--- src/rtl/duplex_uart_pkg.sv ---
package duplex_uart_pkg;

  typedef enum logic [2:0] {
    RX_IDLE,
    RX_START,
    RX_DATA,
    RX_PAR,
    RX_STOP
  } rx_state_e;

  // parity bit value that completes the requested parity over the data
  function automatic logic parity_of(input logic [7:0] d, input logic odd);
    return (^d) ^ odd;
  endfunction

endpackage

--- src/rtl/duplex_uart_rx.sv ---
module duplex_uart_rx #(
  parameter int DATA_W = 8,
  parameter int OSR    = 16
) (
  input  logic              clk,
  input  logic              rst_n,
  input  logic              tick,
  input  logic              rxd,
  input  logic              par_en,
  input  logic              par_odd,
  output logic              done,
  output logic [DATA_W-1:0] frame,
  output logic              par_err,
  output logic              frm_err
);
  import duplex_uart_pkg::*;

  localparam int CNT_W = $clog2(OSR);
  localparam int BIT_W = $clog2(DATA_W);
  localparam logic [CNT_W-1:0] T_A   = CNT_W'(OSR / 2 - 1);
  localparam logic [CNT_W-1:0] T_B   = CNT_W'(OSR / 2);
  localparam logic [CNT_W-1:0] T_C   = CNT_W'(OSR / 2 + 1);
  localparam logic [CNT_W-1:0] T_END = CNT_W'(OSR - 1);
  localparam logic [BIT_W-1:0] LAST  = BIT_W'(DATA_W - 1);

  rx_state_e         st;
  logic [CNT_W-1:0]  cnt;
  logic [BIT_W-1:0]  bitn;
  logic [DATA_W-1:0] shreg;
  logic              va, vb, acc, pbit;
  logic              vote;

  // 2-of-3 vote: samples at T_A, T_B and the live level at T_C
  assign vote = (va & vb) | (va & rxd) | (vb & rxd);

  always_ff @(posedge clk or negedge rst_n) begin
    if (!rst_n) begin
      st      <= RX_IDLE;
      cnt     <= '0;
      bitn    <= '0;
      shreg   <= '0;
      va      <= 1'b1;
      vb      <= 1'b1;
      acc     <= 1'b0;
      pbit    <= 1'b0;
      done    <= 1'b0;
      frame   <= '0;
      par_err <= 1'b0;
      frm_err <= 1'b0;
    end else begin
      done <= 1'b0;
      if (tick) begin
        if (st == RX_IDLE) begin
          if (!rxd) begin
            st  <= RX_START;
            cnt <= CNT_W'(1);
          end
        end else begin
          cnt <= (cnt == T_END) ? '0 : cnt + 1'b1;
          if (cnt == T_A) va <= rxd;
          if (cnt == T_B) vb <= rxd;
          if (cnt == T_C) begin
            case (st)
              RX_START: if (vote) st <= RX_IDLE;
              RX_DATA: begin
                shreg <= {vote, shreg[DATA_W-1:1]};
                acc   <= acc ^ vote;
              end
              RX_PAR:  pbit <= vote;
              RX_STOP: begin
                done    <= 1'b1;
                frame   <= shreg;
                frm_err <= !vote;
                par_err <= par_en && ((acc ^ pbit) != par_odd);
                st      <= RX_IDLE;
              end
              default: ;
            endcase
          end
          if (cnt == T_END) begin
            case (st)
              RX_START: begin
                st   <= RX_DATA;
                bitn <= '0;
                acc  <= 1'b0;
              end
              RX_DATA: begin
                if (bitn == LAST) st <= par_en ? RX_PAR : RX_STOP;
                else bitn <= bitn + 1'b1;
              end
              RX_PAR:  st <= RX_STOP;
              default: ;
            endcase
          end
        end
      end
    end
  end

endmodule

--- src/rtl/duplex_uart_tx.sv ---
module duplex_uart_tx #(
  parameter int DATA_W = 8,
  parameter int OSR    = 16
) (
  input  logic              clk,
  input  logic              rst_n,
  input  logic              tick,
  input  logic              par_en,
  input  logic              par_odd,
  input  logic              send_ok,
  input  logic              in_valid,
  output logic              in_ready,
  input  logic [DATA_W-1:0] in_data,
  output logic              irq,
  output logic              line
);
  import duplex_uart_pkg::*;

  localparam int FRAME_W = DATA_W + 3;
  localparam int CNT_W   = $clog2(OSR);
  localparam int LEFT_W  = $clog2(FRAME_W);
  localparam logic [CNT_W-1:0] T_END = CNT_W'(OSR - 1);

  logic               buf_full;
  logic [DATA_W-1:0]  buf_data;
  logic               busy;
  logic [FRAME_W-1:0] shreg;
  logic [CNT_W-1:0]   cnt;
  logic [LEFT_W-1:0]  left;

  assign in_ready = !buf_full;
  assign line     = busy ? shreg[0] : 1'b1;

  always_ff @(posedge clk or negedge rst_n) begin
    if (!rst_n) begin
      buf_full <= 1'b0;
      buf_data <= '0;
      busy     <= 1'b0;
      shreg    <= '1;
      cnt      <= '0;
      left     <= '0;
      irq      <= 1'b0;
    end else begin
      irq <= 1'b0;
      if (in_valid && !buf_full) begin
        buf_full <= 1'b1;
        buf_data <= in_data;
      end
      if (!busy && buf_full && send_ok) begin
        buf_full <= 1'b0;
        irq      <= 1'b1;
        busy     <= 1'b1;
        cnt      <= '0;
        shreg    <= {1'b1, par_en ? parity_of(buf_data, par_odd) : 1'b1, buf_data, 1'b0};
        left     <= par_en ? LEFT_W'(DATA_W + 2) : LEFT_W'(DATA_W + 1);
      end else if (busy && tick) begin
        if (cnt == T_END) begin
          cnt <= '0;
          if (left == '0) busy <= 1'b0;
          else begin
            shreg <= {1'b1, shreg[FRAME_W-1:1]};
            left  <= left - 1'b1;
          end
        end else begin
          cnt <= cnt + 1'b1;
        end
      end
    end
  end

endmodule

--- src/rtl/duplex_uart.sv ---
module duplex_uart #(
  parameter int DATA_W = 8,
  parameter int OSR    = 16
) (
  input  logic              clk,
  input  logic              rst_n,
  input  logic              baud_tick,
  input  logic              cfg_par_en,
  input  logic              cfg_par_odd,
  input  logic              cfg_hs_en,
  input  logic [1:0]        cfg_pin_sel,
  input  logic              tx_valid,
  output logic              tx_ready,
  input  logic [DATA_W-1:0] tx_data,
  output logic              rx_valid,
  input  logic              rx_ready,
  output logic [DATA_W-1:0] rx_data,
  input  logic              stat_rd,
  output logic              err_overrun,
  output logic              err_parity,
  output logic              err_frame,
  output logic              tx_irq,
  output logic              rx_irq,
  input  logic              rxd_a,
  input  logic              rxd_b,
  output logic              txd_a,
  output logic              txd_b,
  input  logic              cts,
  output logic              rts
);

  logic              rx_s1, rx_s2;
  logic              rx_done, rx_perr, rx_ferr;
  logic [DATA_W-1:0] rx_frame;
  logic              tx_line;
  logic              hold_valid;
  logic              lost, store;

  // receive pin select and two-flop synchronizer
  always_ff @(posedge clk or negedge rst_n) begin
    if (!rst_n) begin
      rx_s1 <= 1'b1;
      rx_s2 <= 1'b1;
    end else begin
      rx_s1 <= cfg_pin_sel[0] ? rxd_b : rxd_a;
      rx_s2 <= rx_s1;
    end
  end

  duplex_uart_rx #(.DATA_W(DATA_W), .OSR(OSR)) u_rx (
    .clk     (clk),
    .rst_n   (rst_n),
    .tick    (baud_tick),
    .rxd     (rx_s2),
    .par_en  (cfg_par_en),
    .par_odd (cfg_par_odd),
    .done    (rx_done),
    .frame   (rx_frame),
    .par_err (rx_perr),
    .frm_err (rx_ferr)
  );

  duplex_uart_tx #(.DATA_W(DATA_W), .OSR(OSR)) u_tx (
    .clk      (clk),
    .rst_n    (rst_n),
    .tick     (baud_tick),
    .par_en   (cfg_par_en),
    .par_odd  (cfg_par_odd),
    .send_ok  (!cfg_hs_en || cts),
    .in_valid (tx_valid),
    .in_ready (tx_ready),
    .in_data  (tx_data),
    .irq      (tx_irq),
    .line     (tx_line)
  );

  // holding stage of the receive path
  assign lost  = rx_done && hold_valid && !rx_ready;
  assign store = rx_done && !lost;

  always_ff @(posedge clk or negedge rst_n) begin
    if (!rst_n) begin
      hold_valid  <= 1'b0;
      rx_data     <= '0;
      rx_irq      <= 1'b0;
      err_overrun <= 1'b0;
      err_parity  <= 1'b0;
      err_frame   <= 1'b0;
    end else begin
      rx_irq <= 1'b0;
      if (hold_valid && rx_ready) hold_valid <= 1'b0;
      if (store) begin
        hold_valid <= 1'b1;
        rx_data    <= rx_frame;
        rx_irq     <= 1'b1;
      end
      err_overrun <= (err_overrun && !stat_rd) || lost;
      err_parity  <= (err_parity && !stat_rd) || (rx_done && rx_perr);
      err_frame   <= (err_frame && !stat_rd) || (rx_done && rx_ferr);
    end
  end

  assign rx_valid = hold_valid;
  assign rts      = !(cfg_hs_en && hold_valid);
  assign txd_a    = cfg_pin_sel[1] ? 1'b1 : tx_line;
  assign txd_b    = cfg_pin_sel[1] ? tx_line : 1'b1;

endmodule

--- config.mk ---
export PLATFORM = sky130hd
export DESIGN_NAME = duplex_uart
export DESIGN_NICKNAME = d
export VERILOG_FILES = /design/src/rtl/duplex_uart_pkg.sv /design/src/rtl/duplex_uart_rx.sv /design/src/rtl/duplex_uart_tx.sv /design/src/rtl/duplex_uart.sv
export SDC_FILE = /design/constraint.sdc
export NUM_CORES = 1
export LEC_CHECK = 0
export BUFFER_PORTS_ARGS = -buffer_cell sky130_fd_sc_hd__buf_4
export CAP_MARGIN = 20
export CORE_ASPECT_RATIO = 1.75
export CORE_MARGIN = 2
export CORE_UTILIZATION = 65
export CTS_BUF_LIST = sky130_fd_sc_hd__clkbuf_4
export DETAILED_ROUTE_END_ITERATION = 6
export GPL_ROUTABILITY_DRIVEN = 1
export PLACE_DENSITY = 0.88
export SLEW_MARGIN = 20
export SYNTH_ARGS = -nofsm -noshare
export SYNTH_HDL_FRONTEND = slang
export SYNTH_HIERARCHICAL = 1
export SYNTH_SLANG_ARGS = --single-unit
--- constraint.sdc ---
create_clock -name clk -period 4.8 [get_ports clk]
set_input_delay 0.24 -clock clk [delete_from_list [all_inputs] [get_ports clk]]
set_output_delay 0.24 -clock clk [all_outputs]
set_load 0.005 [all_outputs]
==> results of run 1 <==
==> worst reg2reg max path: stages (launching register included) <==
cell	delay, ns
dfrtp_1	0.46
nand3b_1	0.49
clkinv_1	0.62
or3b_1	0.52
==> cell usage in the layout (no fill, tap or decap), types with 3 or more instances in the layout <==
| cell | instances |
|---|---|
| a21oi_1 | 6 |
| or3_1 | 5 |
| nor3_1 | 6 |
| mux2i_1 | 4 |
| a31oi_1 | 9 |
| nand2b_1 | 3 |
| or4_1 | 4 |
| buf_4 | 39 |
| dfrtp_1 | 63 |
| mux2_4 | 7 |
| dfstp_2 | 14 |
| ha_1 | 8 |
| clkbuf_4 | 10 |
| nand3_1 | 6 |
| nand2_1 | 37 |
| inv_1 | 13 |
| xor2_1 | 3 |
| nor2_1 | 19 |
| o21ai_0 | 9 |
| xnor2_1 | 9 |
| mux2_2 | 28 |
==> cells by family (layout without fill, tap and decap cells) <==
family / after synthesis / in the layout
AND/OR/NAND/NOR: 96 / 96
flip-flops: 77 / 77
AO/OA/AOI/OAI: 42 / 42
multiplexers: 39 / 39
buffers and inverters: 27 / 71
XOR/XNOR: 13 / 13
adder cells (fa/ha/maj): 9 / 9
==> layer usage <==
layer | wire length [um] | global-route usage, % | vias up
li1 | - | - | 1124
met1 | 2600 | 26.4 | 1181
met2 | 3490 | 39.7 | 68
met3 | 229 | 5.19 | 18
met4 | 177 | 11.1 | 0
met5 | 0 | 0 | -
==> registers in the layout, summed over array words and instances (netlist names), 3 cells and up <==
signal and flops:
u_tx/shreg 10, rx_data 8, u_rx/frame 8, u_rx/shreg 8
u_tx/buf_data 8, u_rx/cnt 4, u_tx/cnt 4, u_tx/left 4
u_rx/bitn 3, u_rx/st 3
==> final timing paths <==
kind / endpoint / cells after the start
max: u_tx/left[3] / 3
min: err_overrun / 2
max reg2reg: u_tx/left[3] / 3
min reg2reg: rx_s2 / 0
max in group asynchronous: err_overrun / 2
min in group asynchronous: u_tx/irq / 2
==> Yosys cell counts, drive strengths merged (2+ instances only) <==
cell	count
dfrtp	63
nand2	38
mux2	35
nor2	19
dfstp	14
inv	14
o21ai	11
a31oi	9
buf	9
xnor2	9
ha	8
nand3	7
a21oi	6
nor3	6
or3	5
mux2i	4
nand2b	4
or4	4
clkbuf	3
nor2b	3
o31ai	3
xor2	3
a21o	2
nand4	2
nor4b	2
o22a	2
o22ai	2
==> where the power goes <==
group | switching, mW | leakage, nW | internal, mW | total, mW
combinational | 0.261 | 0.904 | 0.285 | 0.547
sequential | 0.152 | 0.961 | 0.822 | 0.974
clock | 0.219 | 0.0907 | 0.218 | 0.438
total | 0.632 | 1.96 | 1.33 | 1.96
==> metrics by stage <==
step | area (um^2) | setup WS, ns
CTS | 4030 | 2.63
detailed placement | 3850 | 2.66
global placement | 3850 | 2.69
finish | 4030 | 2.60
floorplan | 3550 | 2.97
global route | 4030 | 2.41
==> area by class of cell <==
class	count	area [um^2]
fill	361	1230
multi-input combinational	199	1490
sequential	77	1940
inverter	15	56.3
timing repair buffer	40	303
clock buffer	10	75.1
tap	55	68.8
clock inverter	6	87.6
==> timing repair <==
action | in CTS | in global routing
buffers inserted | 0 | 0
hold buffers | 1 | 0
endpoints found under the hold margin | 61 | 0
==> metrics, run 1 <==
status finished, final reports clean; crit path max fanout 18; Simple-Gate Fraction of Synth Area 14.3%; Clock Sinks slightly below 80; Compound-Gate Fraction of Synth Area under 10%; asr flop ratio synth 100%; Crit path largest cell delay 0.62 ns; fin nets about 370; first-pass GRT wire length about 11 mm; CP top delay family simple AND/OR/NAND/NOR gates; Slowest cell on crit path clkinv_1; leak pwr just under 2 nW; Hold Crit Start stat_rd; root buffer cell clkbuf_4; Critical Path AT ~2.5 ns; setup TNS 0 ns; synthesized area per cell between 10 and 15 um^2; PostCTS Resize Cnt 0; P&R area growth vs syn 13.2%; Worst Tran Pin Value slightly above 0.9 ns; Worst Path Required just over 5 ns; drt drc 0; sequential fraction of the synthesis area around 55%; CP endpoint kind register; first-pass iteration count of the detailed router 5; post-synth top area share approximately 44%; Via density 5.95; reg2reg setup slack around 2.6 ns; layout cell share with drive strength beyond 1 between 30% and 40%; Top Ports 40; Top FF cell, synth dfrtp_1; Num CTS Buffers 9; Initial DRC Count slightly below 100; clock skew 0.0178 ns; xor and xnor area share after synthesis 3.59%; via count between 2000 and 2500; RePlAce Congestion ~0.8; die width approximately 60 um; mux contribution to synthesized area about an eighth; H-Tree Depth 3; synthesized area approximately 3600 um^2; core area between 5000 and 6000 um^2; Final Max Tran Viols 0; DIE HEIGHT 102 um; WL/cell 16.2 um; Pwr Total around 2.0 mW; Cell Rows 35; Hold Vio Cnt, Final 0; hold crit path type in2reg; post-synth top area cell dfrtp_1; GR Overflow Total 0; antenna violations before repair 0; Detail Placement HPWL 4.44 mm; Initial Util approximately 68%; crit path buf inv count 1; CP Class reg2reg; YS warnings 6; clock latency on the worst-skew pair 0.41 ns; power per cell area roughly 490 nW/um^2; Placed Cells roughly 390; CTS tree built; ANT nets after route 0; worst r2r src u_tx/busy; Finished Layout Cells around 400; Mapped Cells 303; GRT Util Overall about 23%; post-layout util around three quarters; antenna cells 0; Relative slew margins 37.9%; worst-path cell chain nand3b_1 -> clkinv_1 -> or3b_1; Die Area between 6000 and 7000 um^2; vias in the first global route between 2000 and 2500; main combinational cell family by area after synthesis simple AND/OR/NAND/NOR gates; Setup crit start u_tx/busy; synthesized-area fraction occupied by adder cells under 10%; synth unique cells 55; input/output buffers 39; pin count of the biggest net entering global routing 78; EDFF count, synth 0; RSZ-0062 raised after global routing no; Peak Freq about 450 MHz; max_cap viols 0; Worst VDD drop 0.283 mV; synth top area cells dfrtp_1 44%, dfstp_2 10%, mux2_2 8.9%; crit path launch type register; Synth Register Bits 77; Setup violations, final 0; Clock Path Buffers 2; Final period util 45.8%; Worst-path clk slew around 0.12 ns; Mapped Nets 333; Hold WS between 0.03 and 0.04 ns; final wirelength approximately 6.5 mm; fin crit period 2.20 ns
No activity file was read; power rests on OpenSTA's default activity.
==> run 2, diff against run 1 <==
--- a/config.mk
+++ b/config.mk
@@ -9,11 +9,11 @@
 export CAP_MARGIN = 20
 export CORE_ASPECT_RATIO = 1.75
 export CORE_MARGIN = 2
-export CORE_UTILIZATION = 65
+export CORE_UTILIZATION = 54
 export CTS_BUF_LIST = sky130_fd_sc_hd__clkbuf_4
 export DETAILED_ROUTE_END_ITERATION = 6
 export GPL_ROUTABILITY_DRIVEN = 1
-export PLACE_DENSITY = 0.88
+export PLACE_DENSITY = 0.78
 export SLEW_MARGIN = 20
 export SYNTH_ARGS = -nofsm -noshare
 export SYNTH_HDL_FRONTEND = slang
==> constraint.sdc (replaced) <==
create_clock -name clk -period 1.8 [get_ports clk]
set_input_delay 0.09 -clock clk [delete_from_list [all_inputs] [get_ports clk]]
set_output_delay 0.09 -clock clk [all_outputs]
set_load 0.005 [all_outputs]
==> metrics, run 2 (synthesis results as in run 1) <==
status finished, final reports clean (unchanged); H-Tree Depth 3 (unchanged); CP top delay family simple AND/OR/NAND/NOR gates (unchanged); crit path launch type register (unchanged); max_cap viols 0 (unchanged); antenna violations before repair 0 (unchanged); antenna cells 0 (unchanged); CTS tree built (unchanged); Detail Placement HPWL 4.94 mm (was 4.44 mm); switching share of power 32.7% (was 32.3%); hold crit path type in2async (was in2reg); input/output buffers 39 (unchanged); Slowest cell on crit path dfrtp_1 (was clkinv_1); Most flops, register u_tx/shreg (unchanged); setup TNS 0 ns (unchanged); RSZ-0062 raised after global routing yes (was no); WL/cell 15.1 um (was 16.2 um); Worst-path clk slew 0.14 ns (was 0.12 ns); Peak Freq 560 MHz (was 455 MHz); Worst Tran Pin Value 0.372 ns (was 0.931 ns); Die Area 7270 um^2 (was 6100 um^2); first-pass iteration count of the detailed router 4 (was 5); via count 2526 (was 2391); Metal-1 WL 2.87 mm (was 2.60 mm); most frequent cells in the layout 62 x dfrtp_1, 62 x buf_4, 37 x nand2_1 (was 63 x dfrtp_1, 39 x buf_4, 37 x nand2_1); drt drc 0 (unchanged); clock skew 0.0267 ns (was 0.0178 ns); Worst VDD drop 0.559 mV (was 0.283 mV); Largest register FFs 10 (unchanged); GRT Util Overall 21.0% (was 23.1%); switching power 1.76 mW (was 0.632 mW); Final Max Tran Viols 0 (unchanged); power per cell area 1190 nW/um^2 (was 486 nW/um^2); clock share of power 19.9% (was 22.3%); die width 65.3 um (was 59.9 um); Initial Util 55.2% (was 67.6%); Initial DRC Count 194 (was 97); layout cell share with drive strength beyond 1 39.4% (was 32.9%); Pwr Total 5.36 mW (was 1.96 mW); Num CTS Buffers 9 (unchanged); Seq pwr share 47.0% (was 49.7%); vias in the first global route 2618 (was 2402); fin crit period 1.79 ns (was 2.20 ns); first-pass GRT wire length 11.5 mm (was 10.5 mm); Clock Path Buffers 2 (unchanged); Clock Sinks 77 (unchanged); leak pwr 2.16 nW (was 1.96 nW); Pint 3.61 mW (was 1.33 mW); worst-path cell chain inv_1 -> ha_2 -> nor3b_2 -> or3_4 -> buf_4 -> xnor2_1 -> a21boi_0 (was nand3b_1 -> clkinv_1 -> or3b_1); Relative slew margins 75.0% (was 37.9%); ANT nets after route 0 (unchanged); top sig layer met4 (unchanged); routed length on met2 3.84 mm (was 3.49 mm); CP endpoint kind register (unchanged); Setup violations, final 0 (unchanged); P&R area growth vs syn 26.4% (was 13.2%); Top Ports 40 (unchanged); crit path max fanout 3 (was 18); root buffer cell clkbuf_4 (unchanged); Cell Rows 39 (was 35); clock latency on the worst-skew pair 0.44 ns (was 0.41 ns); Crit path largest cell delay 0.41 ns (was 0.62 ns); Met3 Routed Length 260 um (was 229 um); Critical Path AT 2.13 ns (was 2.50 ns); Final period util 99.3% (was 45.8%); Comb power frac 33.2% (was 27.9%); final wirelength 7.14 mm (was 6.50 mm); pin count of the biggest net entering global routing 50 (was 78); Hold Vio Cnt, Final 0 (unchanged); Via density 5.34 (was 5.95); DIE HEIGHT 111 um (was 102 um); RePlAce Congestion 0.870 (was 0.800); Worst Path Required 2.14 ns (was 5.10 ns); fin nets 416 (was 372); core area 6440 um^2 (was 5260 um^2); GR Overflow Total 0 (unchanged); crit path buf inv count 2 (was 1); CP Class reg2reg (unchanged)
## run 2: changes by cell type in the layout (fill, tap and decap cells not counted), sizes merged
cell	previous run	this run
bufinv	2	1
inv	15	16
dlygate4sd3	1	17
clkinv	4	1
clkinvlp	0	3
buf	39	67
## run 2: through the flow
step	cell area (um^2)	utilization, %	instances	setup slack (ns)	hold slack [ns]
after floorplan	3560	-	303	0.00305	-0.206
after global placement	4100	63.6	438	0.0151	0.0314
after detailed placement	4100	63.6	438	-0.0323	0.0360
after CTS	4430	68.8	471	0.0162	0.0749
after global routing	4490	69.8	473	-0.0189	0.0839
final	4490	69.8	473	0.0128	0.0937
## run 2: worst reg2reg max path: cells and delay by family, from the launching register on
family                   cells  cell delay, ns
flip-flops                   1            0.41
buffers and inverters        2            0.25
adder cells (fa/ha/maj)      1            0.18
AO/OA/AOI/OAI                1            0.23
XOR/XNOR                     1            0.12
AND/OR/NAND/NOR              2            0.52
## run 2: layout make-up
type	count	area, um^2
repair buffers	84	701
fillers	448	1950
clock buffers	10	75.1
multi-input cells	199	1540
flip-flops and latches	77	1950
clock inverters	6	70.1
inverters	15	56.3
well taps	82	103
## run 2: path summary, 6_finish.rpt
kind	slack, ns	end	from	depth (start not counted)
setup reg to reg	0.01	u_tx/left[0]	u_tx/left[1]	7
max in group asynchronous	1.06	rx_s1	rst_n	3
min in group clk	0.13	u_rx/par_err	cfg_par_odd	5
hold / removal	0.09	u_tx/buf_data[2]	rst_n	2
hold reg to reg	0.36	rx_s2	rx_s1	0
setup / recovery	0.01	u_tx/left[0]	u_tx/left[1]	7
## run 2: what timing repair did
action                                  CTS  global route
cloned                                    0             0
hold buffers                             17             0
setup buffers                             0             2
pin swaps                                 0             1
hold endpoints to repair                 89             0
endpoints found under the setup margin   16            31
gates resized for setup                   4            13
## run 2: power groups by stage
stage | Sequential [mW] | Combinational, mW | Clock (mW)
floorplan | 2.45 | 1.19 | 0
global placement | 2.51 | 1.58 | 0
detailed placement | 2.53 | 1.66 | 0
CTS | 2.50 | 1.71 | 1.10
global route | 2.57 | 1.95 | 1.18
finish | 2.52 | 1.78 | 1.06
## run 2: metal layers
metal / GRT usage (%) / vias up
met5: 0 / -
met4: 11.1 / 0
met2: 35.6 / 66
li1: - / 1219
met3: 5.66 / 17
met1: 23.5 / 1224
==> run 3, diff against run 2 <==
--- a/config.mk
+++ b/config.mk
@@ -7,13 +7,15 @@
 export LEC_CHECK = 0
 export BUFFER_PORTS_ARGS = -buffer_cell sky130_fd_sc_hd__buf_4
 export CAP_MARGIN = 20
+export CELL_PAD_IN_SITES_DETAIL_PLACEMENT = 1
+export CELL_PAD_IN_SITES_GLOBAL_PLACEMENT = 2
 export CORE_ASPECT_RATIO = 1.75
 export CORE_MARGIN = 2
-export CORE_UTILIZATION = 54
+export CORE_UTILIZATION = 37
 export CTS_BUF_LIST = sky130_fd_sc_hd__clkbuf_4
 export DETAILED_ROUTE_END_ITERATION = 6
 export GPL_ROUTABILITY_DRIVEN = 1
-export PLACE_DENSITY = 0.78
+export PLACE_DENSITY = 0.79
 export SLEW_MARGIN = 20
 export SYNTH_ARGS = -nofsm -noshare
 export SYNTH_HDL_FRONTEND = slang
==> metrics, run 3 (synthesis results as in run 1) <==
Num CTS Buffers 9 (unchanged); drt drc 0 (unchanged); vias in the first global route 2929 (was 2618); Pwr Total 5.70 mW (was 5.36 mW); H-Tree Depth 3 (unchanged); Detail Placement HPWL 5.89 mm (was 4.94 mm); fin nets 419 (was 416); Final period util 98.2% (was 99.3%); fin crit period 1.77 ns (was 1.79 ns); Clock Path Buffers 2 (unchanged); DIE HEIGHT 134 um (was 111 um); CP Class reg2reg (unchanged); P&R area growth vs syn 30.7% (was 26.4%); ANT nets after route 0 (unchanged); Final WS setup 0.0325 ns (was 0.0128 ns); Cell Rows 47 (was 39); RePlAce Congestion 0.825 (was 0.870); final wirelength 8.41 mm (was 7.14 mm); worst reg2reg endpoint u_rx/shreg[6] (was u_tx/left[0]); core area 9410 um^2 (was 6440 um^2); Crit path largest cell delay 0.44 ns (was 0.41 ns); Worst Tran Pin Value 0.434 ns (was 0.372 ns); crit path max fanout 9 (was 3); CTS tree built (unchanged); Hold WS 0.132 ns (was 0.0937 ns); Placed Cells 480 (was 438); power per cell area 1230 nW/um^2 (was 1190 nW/um^2); Most flops, register u_tx/shreg (unchanged); Worst Path Required 2.13 ns (was 2.14 ns); worst-path cell chain inv_2 -> ha_4 -> nand4b_4 -> or4_4 -> buf_6 -> mux2_4 (was inv_1 -> ha_2 -> nor3b_2 -> or3_4 -> buf_4 -> xnor2_1 -> a21boi_0); root buffer cell clkbuf_4 (unchanged); clock skew 0.0131 ns (was 0.0267 ns); end of the critical path u_rx/shreg[6] (was u_tx/left[0]); Setup violations, final 0 (unchanged); layout cell share with drive strength beyond 1 39.3% (was 39.4%); Worst-path clk slew 0.12 ns (was 0.14 ns); Die Area 10400 um^2 (was 7270 um^2); Critical Path AT 2.10 ns (was 2.13 ns); first-pass GRT wire length 14.1 mm (was 11.5 mm); leak pwr 2.21 nW (was 2.16 nW); Placed Instance Area 4180 um^2 (was 4100 um^2); Finished Layout Cells 517 (was 473); first-pass iteration count of the detailed router 4 (unchanged); max_cap viols 0 (unchanged); Worst VDD drop 0.633 mV (was 0.559 mV); pin count of the biggest net entering global routing 35 (was 50); Initial DRC Count 92 (was 194); final instance area 4650 um^2 (was 4490 um^2); die width 78.1 um (was 65.3 um); hold crit path type in2async (unchanged); GR Overflow Total 0 (unchanged); FF-to-FF path depth 6 (was 7); Setup crit start u_rx/cnt[1] (was u_tx/left[1]); input/output buffers 39 (unchanged); status finished, final reports clean (unchanged); Clock Sinks 77 (unchanged); RSZ-0062 raised after global routing yes (unchanged); Relative slew margins 71.0% (was 75.0%); Peak Freq 566 MHz (was 560 MHz); antenna violations before repair 1 (was 0); via count 2569 (was 2526); Largest register FFs 10 (unchanged); pre-CTS setup slack -0.0433 ns (was -0.0323 ns); clock latency on the worst-skew pair 0.43 ns (was 0.44 ns); Top Ports 40 (unchanged); reg2reg setup slack 0.03 ns (was 0.01 ns); Via density 4.97 (was 5.34); Final Max Tran Viols 0 (unchanged); GRT Util Overall 17.5% (was 21.0%); Initial Util 37.8% (was 55.2%); crit path launch type register (unchanged); WL/cell 16.3 um (was 15.1 um); Hold Vio Cnt, Final 0 (unchanged); commonest non-fill, non-tap cell in the layout buf_4; most frequent cells in the layout 65 x buf_4, 63 x dfrtp_1, 37 x nand2_1 (was 62 x dfrtp_1, 62 x buf_4, 37 x nand2_1); CP endpoint kind register (unchanged); worst r2r src u_rx/cnt[1] (was u_tx/left[1]); Slowest cell on crit path or4_4 (was dfrtp_1)
[run 3: worst min-delay path by stage]
stage	startpoint	end	slack [ns]	depth (start not counted)
after floorplan	rst_n	err_frame	-0.21	0
after global placement	rst_n	u_tx/irq	0.07	1
after detailed placement	rst_n	u_tx/irq	0.07	1
after CTS	rst_n	rx_valid	0.11	2
after global routing	rst_n	u_tx/left[0]	0.14	2
final	rst_n	err_overrun	0.13	2
[run 3: stage by stage]
stage	TNS, ns	utilization [%]
2_1_floorplan	0	-
3_3_place_gp	0	44.4
3_5_place_dp	-0.497	44.4
4_1_cts	-0.0727	48.7
5_1_grt	-0.361	49.4
6_report	0	49.4
[run 3: what timing repair did]
item	in CTS	in global routing
pin swaps	1	3
hold buffers	17	0
gates resized for setup	7	16
endpoints found under the hold margin	85	0
setup endpoints to repair	16	28
buffers inserted	2	1
[run 3: worst max-delay path, delay by kind of cell, from the launching register on]
family | cells | cell delay (ns)
AND/OR/NAND/NOR | 2 | 0.56
flip-flops | 1 | 0.41
multiplexers | 1 | 0.30
buffers and inverters | 2 | 0.25
adder cells (fa/ha/maj) | 1 | 0.15
[run 3: cell type report]
class,instances,area [um^2]
Fill cell,1024,4760
Sequential cell,77,1940
Multi-Input combinational cell,199,1570
Timing Repair Buffer,87,732
Tap cell,122,153
Clock inverter,6,111
Clock buffer,10,75.1
Inverter,15,56.3
Antenna cell,1,2.50
[run 3: power breakdown]
part	leakage [nW]	internal (mW)	switching (mW)	total, mW
clock network	0.0986	0.722	0.623	1.34
logic	1.15	0.986	0.821	1.81
registers	0.961	2.19	0.356	2.55
total	2.21	3.90	1.80	5.70
[run 3: layer usage]
layer | track usage (%) | share of wire (%) | vias to the layer above
met3 | 2.71 | 1.6 | 8
met1 | 18.8 | 39 | 1315
met2 | 33.1 | 58 | 23
li1 | - | - | 1223
met4 | 7.50 | 1.8 | 0
met5 | 0 | 0 | -
